==> config.mk <==
export PLATFORM = sky130hd
export DESIGN_NAME = lrsc_monitor
export DESIGN_NICKNAME = d
export VERILOG_FILES = /design/src/rtl/lrsc_pkg.sv /design/src/rtl/lrsc_slot.sv /design/src/rtl/lrsc_monitor.sv
export SDC_FILE = /design/constraint.sdc
export NUM_CORES = 1
export LEC_CHECK = 0
export ABC_AREA = 1
export BUFFER_PORTS_ARGS = -buffer_cell sky130_fd_sc_hd__buf_2
export CORE_UTILIZATION = 25
export DETAILED_ROUTE_END_ITERATION = 8
export GPL_TIMING_DRIVEN = 0
export PLACE_DENSITY = 0.46
export SLEW_MARGIN = 5
export SYNTH_ARGS = -nofsm -noshare
export SYNTH_HDL_FRONTEND = slang
export SYNTH_SLANG_ARGS = --single-unit
==> constraint.sdc <==
create_clock -name clk -period 1.6 [get_ports clk]
set_input_delay 0 -clock clk [delete_from_list [all_inputs] [get_ports clk]]
set_output_delay 0 -clock clk [all_outputs]
set_load 0.1 [all_outputs]
==> src/rtl/lrsc_pkg.sv <==
package lrsc_pkg;

    typedef enum logic [1:0] {
        OP_IDLE,
        OP_LOAD_RSV,
        OP_STORE_PLAIN,
        OP_STORE_COND
    } lrsc_op_e;

    // Write has precedence over read when both qualifiers are set.
    function automatic lrsc_op_e lrsc_decode(input logic vld, input logic rd,
                                             input logic wr, input logic cnd);
        lrsc_op_e op;
        op = OP_IDLE;
        if (vld) begin
            if (wr)
                op = cnd ? OP_STORE_COND : OP_STORE_PLAIN;
            else if (rd && cnd)
                op = OP_LOAD_RSV;
        end
        return op;
    endfunction

    function automatic logic lrsc_is_store(input lrsc_op_e op);
        return (op == OP_STORE_PLAIN) || (op == OP_STORE_COND);
    endfunction

endpackage

==> src/rtl/lrsc_slot.sv <==
module lrsc_slot #(
    parameter int ADDR_W = 32
) (
    input  logic              clk,
    input  logic              rst,
    input  logic              load_en,
    input  logic              clear_en,
    input  logic [ADDR_W-1:0] gran_addr,
    output logic              hit
);
    logic              held_q;
    logic [ADDR_W-1:0] addr_q;

    always_ff @(posedge clk) begin
        if (rst) begin
            held_q <= 1'b0;
            addr_q <= '0;
        end else if (load_en) begin
            held_q <= 1'b1;
            addr_q <= gran_addr;
        end else if (clear_en) begin
            held_q <= 1'b0;
        end
    end

    assign hit = held_q && (addr_q == gran_addr);
endmodule

==> src/rtl/lrsc_monitor.sv <==
module lrsc_monitor #(
    parameter int NUM_CTX  = 4,
    parameter int ADDR_W   = 32,
    parameter int GRAN_LSB = 3,
    localparam int CTX_W   = (NUM_CTX > 1) ? $clog2(NUM_CTX) : 1
) (
    input  logic               clk,
    input  logic               rst,
    input  logic               req_valid,
    input  logic [CTX_W-1:0]   req_ctx,
    input  logic [ADDR_W-1:0]  req_addr,
    input  logic               req_read,
    input  logic               req_write,
    input  logic               req_cond,
    output logic               rsp_valid,
    output logic               rsp_pass,
    output logic [NUM_CTX-1:0] wake
);
    import lrsc_pkg::*;

    localparam logic [ADDR_W-1:0] GRAN_MASK = ~((ADDR_W'(1) << GRAN_LSB) - ADDR_W'(1));

    lrsc_op_e           op;
    logic [ADDR_W-1:0]  gran;
    logic [NUM_CTX-1:0] hit_vec;
    logic [NUM_CTX-1:0] clr_vec;
    logic               own_hit;
    logic               pass_c;
    logic               store_c;

    assign op      = lrsc_decode(req_valid, req_read, req_write, req_cond);
    assign gran    = req_addr & GRAN_MASK;
    assign store_c = lrsc_is_store(op);
    assign own_hit = hit_vec[req_ctx];
    assign pass_c  = (op == OP_STORE_COND) ? own_hit : 1'b1;
    assign clr_vec = (store_c && pass_c) ? hit_vec : '0;

    for (genvar i = 0; i < NUM_CTX; i++) begin : g_slot
        lrsc_slot #(.ADDR_W(ADDR_W)) u_slot (
            .clk      (clk),
            .rst      (rst),
            .load_en  ((op == OP_LOAD_RSV) && (req_ctx == CTX_W'(i))),
            .clear_en (clr_vec[i]),
            .gran_addr(gran),
            .hit      (hit_vec[i])
        );
    end

    always_ff @(posedge clk) begin
        if (rst) begin
            rsp_valid <= 1'b0;
            rsp_pass  <= 1'b0;
            wake      <= '0;
        end else begin
            rsp_valid <= store_c;
            rsp_pass  <= store_c && pass_c;
            wake      <= clr_vec;
        end
    end
endmodule

==> summary.md <==
| Metric | Value |
|---|---|
| Fin Hold WS | `-5.11 ps` |
| Largest net degree at the start of global routing | `17` |
| Clock H-tree levels | `4` |
| CTS clock-pin slew for the worst setup and hold paths | `60 ps` |
| # port buffers | `17` |
| Ys async rst share | `0%` |
| Switch Pwr | `2230 µW` |
| Placed Area | `7250 µm²` |
| Pre-CTS WS | `-486 ps` |
| Tmin final | `1880 ps` |
| Clock sink total | `126` |
| WP buf/inv | `2` |
| Worst stage delay on the critical path | `340 ps` |
| Synth top cells by count | `nand2_1, inv_1, dfxtp_1` |
| Drt drc | `3` |
| Placed cell count | `1402` |
| Initial antenna violation count | `2` |
| Root Driver | `clkbuf_16` |
| Post-route ant nets | `0` |
| DR pass1 iterations | `7` |
| CP max FO | `5` |
| Slew Limit Fails | `0` |
| Post-Layout Cell Count | `1480` |
| Vias per std cell | `4.86` |
| Share of cells above drive strength 1 | `14.9%` |
| Final worst-path cycle share | `118%` |
| Relative slew margins | `48.6%` |
| WP data required | `1960 ps` |
| Failing checks | `design-rule violations, negative hold slack, negative setup slack` |
| First-pass GRT wire length | `44200 µm` |
| Vias in the first global route | `6884` |
| CORE AREA | `26300 µm²` |
| Comb pwr share | `11.6%` |
| Number of flops mapped to enable cells by yosys | `0` |
| Slowest cell on the critical path | `dfxtp_2` |
| Synth Instances | `1050` |
| PwrDens | `1000 nW/µm²` |
| Ys Warns | `0` |
| Cell-by-cell trace of the critical path | `inv_2 > nand2_2 > nand4_1 > nor2_2 > nand2_1 > nor2_1 > nand2_1 > nand2_1 > nand2_2 > o21ai_4 > buf_4 > nand2_2 > nor3_2` |
| Share of the synthesized area in the top cell type | `37.4%` |
| Pleak | `0.00342 µW` |
| Final WS setup | `-285 ps` |
| Die X | `166 µm` |
| Nets | `1172` |
| Final instance area | `8520 µm²` |
| Vias post-DR | `7189` |
| CP Data Arrival Time | `2250 ps` |
| Final setup viols | `9` |
| Most common cell in the netlist | `nand2_1` |
| CP delay by family, top | `simple AND/OR/NAND/NOR gates` |
| Worst slew pin tran | `772 ps` |
| Synth area leaders | `dfxtp_1, nand2_1, a21oi_1` |
| Run status | `complete, but fails checks` |
| DRT iter0 DRCs | `572` |
| Unrepaired setup endpoints after global routing | `yes` |
| Count of cell types in the netlist | `33` |
| # IOs | `46` |
| Initial core utilization | `25.7%` |
| Final Wtd Congestion | `0.909` |
| Total GRT Usage | `21.9%` |
| Setup Skew | `11.8 ps` |
| Clk pwr share | `51.0%` |
| Flops & latches, synth | `126` |
| Total length of routed wires | `29800 µm` |
| Drt wl/cell | `20.1 µm` |
| Max-Cap Viols | `0` |
| Seq/Total Area, Yosys | `37.4%` |
| CTS tree | `yes` |
| Worst-skew pair later-pin latency | `440 ps` |
| Fmax | `0.531 GHz` |
| Sequential Power Share | `37.4%` |
| Max clock buf depth | `2` |
| Number of buffers created by CTS | `17` |
| Synth-to-Final Area Change | `26.4%` |
| Post-synthesis cell area | `6740 µm²` |
| Peak supply drop | `635 µV` |
| Hold Crit Class | `in -> reg` |
| Switching Share | `26.1%` |
| Critical path startpoint category | `register` |
| Primary FF master, synth | `dfxtp_1` |
| Int Pwr | `6330 µW` |
| Fillers | `2871` |
| Ant. Diodes | `0` |
| Nature of the critical path endpoint | `register` |
| Syn_area_per_cell | `6.42 µm²` |
| DIE AREA | `27600 µm²` |
| Gr ovfl total | `0` |
| Height of the chip | `166 µm` |
| Crit path kind | `reg -> reg` |
| Post-DP HPWL | `20200 µm` |
| Mapped Nets | `1090` |
| Yosys top cell by area | `dfxtp_1` |
| Final hold vios | `2` |
| # rows | `59` |
-- power by group through the flow --
stage	clock network [µW]	logic (µW)	registers, µW
global route	4560	1060	3200
global placement	0	836	3270
CTS	4400	955	3200
finish	4370	993	3200
floorplan	0	516	3270
detailed placement	0	834	3270
-- worst reg2reg max path, delay by kind of cell, from the launching register on --
kind / cells / cell delay [ps]
AO/OA/AOI/OAI: 1 / 220
flip-flops: 1 / 340
AND/OR/NAND/NOR: 10 / 1050
buffers and inverters: 2 / 200
-- final timing paths --
| path | slack [ps] | to | depth (start not counted) | from |
|---|---|---|---|---|
| worst min-delay path | -5 | g_slot[0].u_slot.addr_q[10] | 3 | req_addr[10] |
| worst min register to register | 450 | g_slot[1].u_slot.addr_q[6] | 2 | g_slot[1].u_slot.addr_q[6] |
| worst max register to register | -280 | wake[2] | 13 | g_slot[0].u_slot.addr_q[9] |
| worst max-delay path | -280 | wake[2] | 13 | g_slot[0].u_slot.addr_q[9] |
-- layout make-up --
class	count	area (µm²)	share of cell area, %
Clock inverter	11	188	2.20
Clock buffer	21	460	5.40
Tap cell	335	419	4.92
Sequential cell	126	2540	29.8
Multi-Input combinational cell	707	3480	40.8
Timing Repair Buffer	63	527	6.18
Buffer	62	323	3.79
Inverter	155	582	6.83
-- state kept, by name, indices dropped and copies added (netlist names) --
signal / flops
rsp_valid: 1
g_slot.u_slot.held_q: 4
g_slot.u_slot.addr_q: 116
rsp_pass: 1
wake: 4
-- cell usage in the layout (no fill, tap or decap), types with 2 or more instances in the layout --
cell type,synthesis,layout
nand2_2,2,22
xnor2_1,27,22
xor2_1,3,3
dfxtp_2,0,16
nor4_1,2,2
clkbuf_8,0,2
nor3_2,1,3
buf_2,5,22
nand4_1,22,22
nand3_1,32,31
a21oi_1,118,118
buf_4,22,30
inv_1,138,129
nor3_1,6,4
inv_2,16,25
clkbuf_16,0,17
dfxtp_1,126,110
nand2_1,296,276
a21boi_1,1,2
xnor2_2,1,5
o21ai_0,108,107
o2111a_1,2,2
nor2_2,1,7
clkinvlp_4,0,3
o2111ai_1,6,6
clkbuf_1,35,36
nor2_1,69,60
nor2_4,0,3
clkinv_2,0,3
bufinv_16,0,5
dlygate4sd3_1,0,37
nor3b_1,2,2
-- logic make-up after synthesis --
group           after synthesis  synth area share [%]
flops                       126                  37.4
buf+inv                     217                  13.4
xor+xnor                     31                  4.14
simple gates                436                  26.4
compound gates              240                  18.6
-- metrics by stage --
stage | hold slack, ps | total power, µW | utilization (%) | TNS, ps
final | -5.11 | 8560 | 32.4 | -2160
after global routing | 9.73 | 8820 | 32.4 | -2950
after CTS | 0.0259 | 8550 | 31.9 | -1710
after detailed placement | 295 | 4100 | 27.6 | -18550
after global placement | 299 | 4100 | 27.6 | -18250
after floorplan | 159 | 3790 | - | 0
-- routing by layer --
layer / GRT usage (%) / wire [µm] / vias to the layer above
li1: - / - / 3493
met1: 29.5 / 13500 / 3424
met2: 34.9 / 13500 / 217
met3: 3.24 / 1640 / 55
met4: 9.38 / 1120 / 0
met5: 0 / 0 / -
-- timing repair --
| action | CTS | global route |
|---|---|---|
| setup buffers | 6 | 3 |
| pin swaps | 16 | 22 |
| gates resized for setup | 24 | 49 |
| hold buffers | 37 | 0 |
| cloned | 0 | 0 |
| hold endpoints to repair | 64 | 0 |
| setup endpoints to repair | 9 | 35 |
Power figures use the tool's default switching activity.
